<file path="src/rtl/vtx_pkg.sv">
// Package: shared types for the video transfer controller.
// Assumes nothing beyond being compiled before the modules that import it.
package vtx_pkg;

    // Sequencer states: idle, armed waiting for a tick, strobe active.
    typedef enum logic [1:0] {
        XS_IDLE = 2'd0,
        XS_ARM  = 2'd1,
        XS_STB  = 2'd2
    } xfer_st_t;

endpackage : vtx_pkg

</file>
<file path="src/rtl/vtx_tick_div.sv">
// Module: vtx_tick_div
// Divides the block clock by DIV to form the master transfer tick.
// The counter is held at zero while disabled, so the tick phase restarts
// at each transfer. Assumes DIV >= 2.
module vtx_tick_div #(
    parameter int DIV = 4
) (
    input  logic clk,
    input  logic rst_n,
    input  logic clr,
    input  logic en,
    output logic tick
);
    localparam int CW = (DIV > 1) ? $clog2(DIV) : 1;
    localparam logic [CW-1:0] LAST = CW'(DIV - 1);

    logic [CW-1:0] cnt;

    // Advance the phase counter while enabled, wrap at LAST.
    always_ff @(posedge clk) begin
        if (!rst_n || clr || !en) begin
            cnt <= '0;
        end else if (cnt == LAST) begin
            cnt <= '0;
        end else begin
            cnt <= cnt + 1'b1;
        end
    end

    // Tick marks the final cycle of each period.
    always_comb begin
        tick = en && (cnt == LAST);
    end

    // a tick never occurs in two consecutive cycles.
    p_tick_spaced_r8: assert property (@(posedge clk) disable iff (!rst_n)
        tick |=> !tick)
        else $error("tick on consecutive cycles");

endmodule : vtx_tick_div

</file>
<file path="src/rtl/vtx_xfer_seq.sv">
// Module: vtx_xfer_seq
// Sequences one transfer of WORDS words. A falling halt_n edge arms the
// sequencer. On each tick, if bus, auxiliary source and producer allow it,
// a word is launched and its strobe is held low for one full tick period.
// Assumes all inputs are synchronous to clk.
module vtx_xfer_seq
    import vtx_pkg::*;
#(
    parameter int WORDS = 16
) (
    input  logic clk,
    input  logic rst_n,
    input  logic cpu_rst,
    input  logic tick,
    input  logic halt_n,
    input  logic bus_avail,
    input  logic aux_dis_n,
    input  logic word_rdy,
    output logic busy,
    output logic wr_stb_n
);
    localparam int WCW = (WORDS > 1) ? $clog2(WORDS) : 1;
    localparam logic [WCW-1:0] WLAST = WCW'(WORDS - 1);

    xfer_st_t       st, st_nx;
    logic [WCW-1:0] wcnt, wcnt_nx;
    logic           halt_q;
    logic           halt_fall;
    logic           launch_ok;

    // Remember the previous halt level for edge detection.
    always_ff @(posedge clk) begin
        if (!rst_n) begin
            halt_q <= 1'b1;
        end else begin
            halt_q <= halt_n;
        end
    end

    // Decode the start event and the launch permission.
    always_comb begin
        halt_fall = halt_q && !halt_n;
        launch_ok = bus_avail && aux_dis_n && word_rdy;
    end

    // Next-state and word-count logic.
    always_comb begin
        st_nx   = st;
        wcnt_nx = wcnt;
        unique case (st)
            XS_IDLE: begin
                if (halt_fall) begin
                    st_nx   = XS_ARM;
                    wcnt_nx = '0;
                end
            end
            XS_ARM: begin
                if (tick && launch_ok) begin
                    st_nx = XS_STB;
                end
            end
            XS_STB: begin
                if (tick) begin
                    if (wcnt == WLAST) begin
                        st_nx   = XS_IDLE;
                        wcnt_nx = '0;
                    end else begin
                        st_nx   = XS_ARM;
                        wcnt_nx = wcnt + 1'b1;
                    end
                end
            end
            default: begin
                st_nx   = XS_IDLE;
                wcnt_nx = '0;
            end
        endcase
    end

    // State register with reset and processor interrupt reset.
    always_ff @(posedge clk) begin
        if (!rst_n || cpu_rst) begin
            st   <= XS_IDLE;
            wcnt <= '0;
        end else begin
            st   <= st_nx;
            wcnt <= wcnt_nx;
        end
    end

    // Output decode from the state register.
    always_comb begin
        busy     = (st != XS_IDLE);
        wr_stb_n = (st != XS_STB);
    end

    // no strobe outside a transfer.
    p_idle_quiet_r1: assert property (@(posedge clk) disable iff (!rst_n)
        !busy |-> wr_stb_n)
        else $error("strobe while idle");

    // a halt falling edge while idle starts a transfer.
    p_start_r2: assert property (@(posedge clk) disable iff (!rst_n)
        (!busy && halt_q && !halt_n && !cpu_rst) |=> busy)
        else $error("halt edge did not start transfer");

    // an active strobe is held until a tick ends it.
    p_stb_hold_r3: assert property (@(posedge clk) disable iff (!rst_n || cpu_rst)
        (!wr_stb_n && !tick) |=> !wr_stb_n)
        else $error("strobe ended early");

    // busy only drops as the last strobe ends, or on interrupt reset.
    p_end_r4: assert property (@(posedge clk) disable iff (!rst_n)
        $fell(busy) |-> $past(!wr_stb_n || cpu_rst))
        else $error("busy dropped without final strobe");

    // a strobe starts only if the bus was available.
    p_bus_gate_r5: assert property (@(posedge clk) disable iff (!rst_n)
        $fell(wr_stb_n) |-> $past(bus_avail))
        else $error("strobe launched without bus");

    // a strobe starts only if the auxiliary source released the bus.
    p_aux_gate_r6: assert property (@(posedge clk) disable iff (!rst_n)
        $fell(wr_stb_n) |-> $past(aux_dis_n))
        else $error("strobe launched during auxiliary hold");

    // a strobe starts only if a word was ready.
    p_word_gate_r7: assert property (@(posedge clk) disable iff (!rst_n)
        $fell(wr_stb_n) |-> $past(word_rdy))
        else $error("strobe launched without word");

    // a strobe starts only on a master tick.
    p_tick_launch_r8: assert property (@(posedge clk) disable iff (!rst_n)
        $fell(wr_stb_n) |-> $past(tick))
        else $error("strobe launched off tick");

endmodule : vtx_xfer_seq

</file>
<file path="src/rtl/vtx_xtn_latch.sv">
// Module: vtx_xtn_latch
// Holds an antenna-transition flag until the processor clears it.
// A set and a clear in the same cycle leave the flag set, so no event is
// lost. Assumes xtn_pulse is synchronous to clk.
module vtx_xtn_latch (
    input  logic clk,
    input  logic rst_n,
    input  logic cpu_rst,
    input  logic xtn_pulse,
    input  logic xtn_clr_n,
    output logic xtn_det
);
    // Set on an event, clear on acknowledge, set has priority.
    always_ff @(posedge clk) begin
        if (!rst_n || cpu_rst) begin
            xtn_det <= 1'b0;
        end else if (xtn_pulse) begin
            xtn_det <= 1'b1;
        end else if (!xtn_clr_n) begin
            xtn_det <= 1'b0;
        end
    end

    // an event sets the flag.
    p_set_r9: assert property (@(posedge clk) disable iff (!rst_n)
        (xtn_pulse && !cpu_rst) |=> xtn_det)
        else $error("transition not latched");

    // a clear with no event drops the flag.
    p_clr_r10: assert property (@(posedge clk) disable iff (!rst_n)
        (!xtn_clr_n && !xtn_pulse) |=> !xtn_det)
        else $error("transition flag not cleared");

    // interrupt reset drops the flag.
    p_irst_r11: assert property (@(posedge clk) disable iff (!rst_n)
        cpu_rst |=> !xtn_det)
        else $error("flag survived interrupt reset");

endmodule : vtx_xtn_latch

</file>
<file path="src/rtl/vtx_ctrl.sv">
// Module: vtx_ctrl (top)
// Video transfer handshake controller: tick divider, transfer sequencer
// and antenna-transition latch. Assumes every input is synchronous to clk.
module vtx_ctrl #(
    parameter int DIV   = 4,
    parameter int WORDS = 16
) (
    input  logic clk,
    input  logic rst_n,
    input  logic cpu_rst,
    input  logic halt_n,
    input  logic bus_avail,
    input  logic aux_dis_n,
    input  logic word_rdy,
    input  logic xtn_pulse,
    input  logic xtn_clr_n,
    output logic wr_stb_n,
    output logic busy,
    output logic xtn_det
);
    logic tick;

    vtx_tick_div #(.DIV(DIV)) u_div (
        .clk   (clk),
        .rst_n (rst_n),
        .clr   (cpu_rst),
        .en    (busy),
        .tick  (tick)
    );

    vtx_xfer_seq #(.WORDS(WORDS)) u_seq (
        .clk       (clk),
        .rst_n     (rst_n),
        .cpu_rst   (cpu_rst),
        .tick      (tick),
        .halt_n    (halt_n),
        .bus_avail (bus_avail),
        .aux_dis_n (aux_dis_n),
        .word_rdy  (word_rdy),
        .busy      (busy),
        .wr_stb_n  (wr_stb_n)
    );

    vtx_xtn_latch u_xtn (
        .clk       (clk),
        .rst_n     (rst_n),
        .cpu_rst   (cpu_rst),
        .xtn_pulse (xtn_pulse),
        .xtn_clr_n (xtn_clr_n),
        .xtn_det   (xtn_det)
    );

    // interrupt reset returns the sequencer to idle.
    p_irst_idle_r11: assert property (@(posedge clk) disable iff (!rst_n)
        cpu_rst |=> (!busy && wr_stb_n))
        else $error("transfer survived interrupt reset");

endmodule : vtx_ctrl

</file>
<file path="config.mk">
export PLATFORM = sky130hd
export DESIGN_NAME = vtx_ctrl
export DESIGN_NICKNAME = d
export VERILOG_FILES = /design/src/rtl/vtx_pkg.sv /design/src/rtl/vtx_tick_div.sv /design/src/rtl/vtx_xfer_seq.sv /design/src/rtl/vtx_xtn_latch.sv /design/src/rtl/vtx_ctrl.sv
export SDC_FILE = /design/constraint.sdc
export NUM_CORES = 1
export LEC_CHECK = 0
export ABC_AREA = 1
export ABC_CLOCK_PERIOD_IN_PS = 1500
export CORE_AREA = 2 2 39 41
export CTS_CLUSTER_SIZE = 8
export DETAILED_ROUTE_END_ITERATION = 10
export DIE_AREA = 0 0 41 43
export PLACE_DENSITY = 0.66
export SLEW_MARGIN = 20
export SYNTH_ARGS = -nofsm -noshare
export SYNTH_HDL_FRONTEND = slang
export SYNTH_HIERARCHICAL = 1
export SYNTH_SLANG_ARGS = --single-unit
</file>
<file path="constraint.sdc">
create_clock -name clk -period 1.5 [get_ports clk]
set_input_delay 0.15 -clock clk [delete_from_list [all_inputs] [get_ports clk]]
set_output_delay 0.15 -clock clk [all_outputs]
set_load 0.03 [all_outputs]
</file>
==> impl_results.md <==
* DR top layer: met3
* Peak supply drop at 0.452 mV
* Bufs on Longest Clock Path at 2
* XOR/XNOR Fraction of Synth Area at 1.62%
* Hold EP: u_div/cnt[0]
* Max_cap viols at 0
* Combinational fraction of design power at 16.9%
* Die width at around 41 microns
* Die Ht at 43 microns
* Pwr/cell area at 889 nW/um^2
* Synth Cell Area at 539 sq um
* Global Route Usage Sum at 14.1%
* CP startpoint kind: register
* Pre-antenna DRT Iters at 4
* Wire length on met3 at 38 microns
* CTS tree: yes
* Grt ovf at 0
* Global-route wire length before repair at about 1.7 mm
* WL/cell at 8.38 microns
* Fin Hold WS at 0.426 ns
* DR WL met2 at 439 microns
* Post-route ant nets at 0
* Vias/cell at 4.30
* Core footprint at 1380 sq um
* Clock sinks at 10
* Switching Fraction at 25.5%
* # diodes at 0
* CP arrival at roughly 1.3 ns
* Crit-path leading delay family: buffers and inverters
* Flops & latches, synth at 10
* Filler cells at about 130
* Slew Viols, Final at 0
* Place WS at 0.115 ns
* WL met1 at 419 microns
* Slew HR at 79.5%
* Required time of the worst setup path at 1.35 ns
* Leakage at approximately 0.32 nW
* Reg2Reg Depth at 9
* Initial DRC Count at 5
* Final worst slack at 0.0884 ns
* Worst Hold Class: reg2reg
* Initial antenna violation count at 0
* Netlist cell types at 17
* Number of remaining DRC errors at 0
* Final setup fails at 0
* CP startpoint: u_xtn/xtn_det
* Reg2Reg Setup Slack at 0.19 ns
* RR Endpoint: u_seq/st[1]
* Synth top area cells: dfxtp_1 37%, nand2_1 10%, inv_1 8.4%
* Sequential share of power at 44.5%
* Syn_area_per_cell at a little over 7 sq um
* Vias in the first global route at around 440
* Hold Crit Depth at 1
* Complex-gate fraction of the synthesized area at 7.66%
* Hold violation count in the final report at 0
* Setup TNS at 0 ns
* Crit path max fanout at 2
* Share of post-route cells with drive strength above 1 at 22.0%
* CTS Buf Count at 3
* Port bufs at 11
* Dominant cell type by area after synthesis: dfxtp_1
* Ports at 12
* Hpwl dp at ~740 microns
* Synth Area in Simple Gates at 37.8%
* Syn nets at 87
* Clock power frac at 38.6%
* Largest net degree at the start of global routing at 8
* Cells after Synth at between 70 and 80
* Min-delay src: u_div/cnt[0]
* Vias after detailed routing at 460
* Nets@finish at 103
* Gp weighted congestion at 0.753
* Clk_skew at just over 0.005 ns
* Die area at 1760 sq um
* Power Internal at about 470 uW
* Hold_buf cts at 0
* Slowest CP cell: clkdlybuf4s50_1
* H-tree depth at 1
* # rows at 14
* Starting Density at 39.0%
* Layout area overhead at 30.6%
* Max Fclk at 708 MHz
* Worst-path cell chain: clkdlybuf4s50_1
* Crit path time final at approximately 1.4 ns
* Kind of critical path: reg2out
* Top-area cell type share of the netlist area at 37.1%
* Worst r2r src: u_seq/st[0]
* Period Utilization, post-route at between 90% and 100%
* Run status: complete, no violations
* Sw Pwr at 160 uW
* CP peak stage delay at 0.67 ns
* Clock root buffer: clkbuf_4
* Worst skew pair latency at 0.26 ns
* Crit path buffers/inverters at 1
* Adder-Cell Fraction of Synth Area at 4.64%
* Seq/Total Area, Yosys at between 30% and 40%
* CTS clock-pin slew for the worst setup and hold paths at 0.07 ns
* Largest family of logic cells by synthesized area: simple AND/OR/NAND/NOR gates
* RSZ-0062 raised after global routing: no
* YS warnings at 6
* Mux contribution to synthesized area at 0%
* Post-Route WL at ~900 microns
* Worst Max-Slew Pin Slew at 0.307 ns
* CP endpoint kind: output pin
[area by class of cell]
class | instances | area, sq um | share of cell area, %
clock buffers | 4 | 36.3 | 5.15
inverters | 16 | 60.1 | 8.53
multi-input cells | 50 | 279 | 39.6
flip-flops and latches | 10 | 201 | 28.6
well taps | 16 | 20.0 | 2.84
repair buffers | 11 | 108 | 15.3
[power by group through the flow]
stage / sequential (mW) / combinational (mW) / clock [mW]
floorplan: 0.286 / 0.0650 / 0
global placement: 0.284 / 0.110 / 0
detailed placement: 0.284 / 0.110 / 0
CTS: 0.278 / 0.107 / 0.251
global route: 0.279 / 0.121 / 0.268
finish: 0.279 / 0.106 / 0.242
[layer usage]
metal	track usage, %	vias to the layer above
li1	-	263
met1	17.0	189
met2	20.9	8
met3	4.71	0
met4	8.00	0
met5	0	-
[state kept, by name (all words and copies together) (netlist names)]
name,flops
u_seq/wcnt,4
u_xtn/xtn_det,1
u_div/cnt,2
u_seq/st,2
u_seq/halt_q,1
[how the worst max path moves through the flow]
stage	cells past startpoint	to	slack [ns]
after global routing	3	busy	0.0005
after global placement	3	busy	0.13
after detailed placement	3	busy	0.11
final	1	xtn_det	0.09
after floorplan	11	u_seq/st[0]	0.12
after CTS	1	xtn_det	0.07
[cells by family after synthesis]
kind of cell,count (synthesis)
buffers and inverters,16
AOI/OAI and AO/OA,7
adders and majority gates,2
DFF,10
and+or+nand+nor,40
xor gates and xnor gates,1
[synth_stat cells]
library cell,count
nand2_1,15
inv_1,12
dfxtp_1,10
nor2_1,10
inv_2,4
nand3_1,4
nor2_2,4
nand2_2,3
o21ai_1,3
a21oi_1,2
ha_1,2
nand3_2,2
a21oi_2,1
nand4_1,1
nor2_8,1
o21bai_1,1
xor2_1,1
[layout by cell type (no fill, tap or decap)]
cell	netlist	routed
nor2_8	1	1
nor2_2	4	4
clkbuf_4	0	3
dfxtp_2	0	1
xor2_1	1	1
nand4_1	1	1
o21ai_1	3	3
o21bai_1	1	1
a21oi_2	1	1
ha_1	2	2
clkdlybuf4s50_1	0	9
inv_1	12	12
a21oi_1	2	2
nand3_2	2	2
clkbuf_8	0	1
nand3_1	4	4
inv_2	4	4
dfxtp_1	10	9
dlygate4sd2_1	0	2
nor2_1	10	10
nand2_1	15	15
nand2_2	3	3
[per-stage QoR]
| step | instances | total power, mW | util [%] | area [sq um] |
|---|---|---|---|---|
| 3_5_place_dp | 103 | 0.394 | 48.4 | 669 |
| 4_1_cts | 107 | 0.637 | 50.8 | 703 |
| 6_report | 107 | 0.626 | 50.9 | 704 |
| 3_3_place_gp | 103 | 0.394 | 48.4 | 669 |
| 5_1_grt | 107 | 0.668 | 50.9 | 704 |
| 2_1_floorplan | 76 | 0.351 | - | 539 |
[repair_timing]
action	CTS	global route
endpoints found under the setup margin	2	1
buffers inserted	0	0
resized for setup	2	1
cloned	0	0
(Power assumes the default switching activity.)
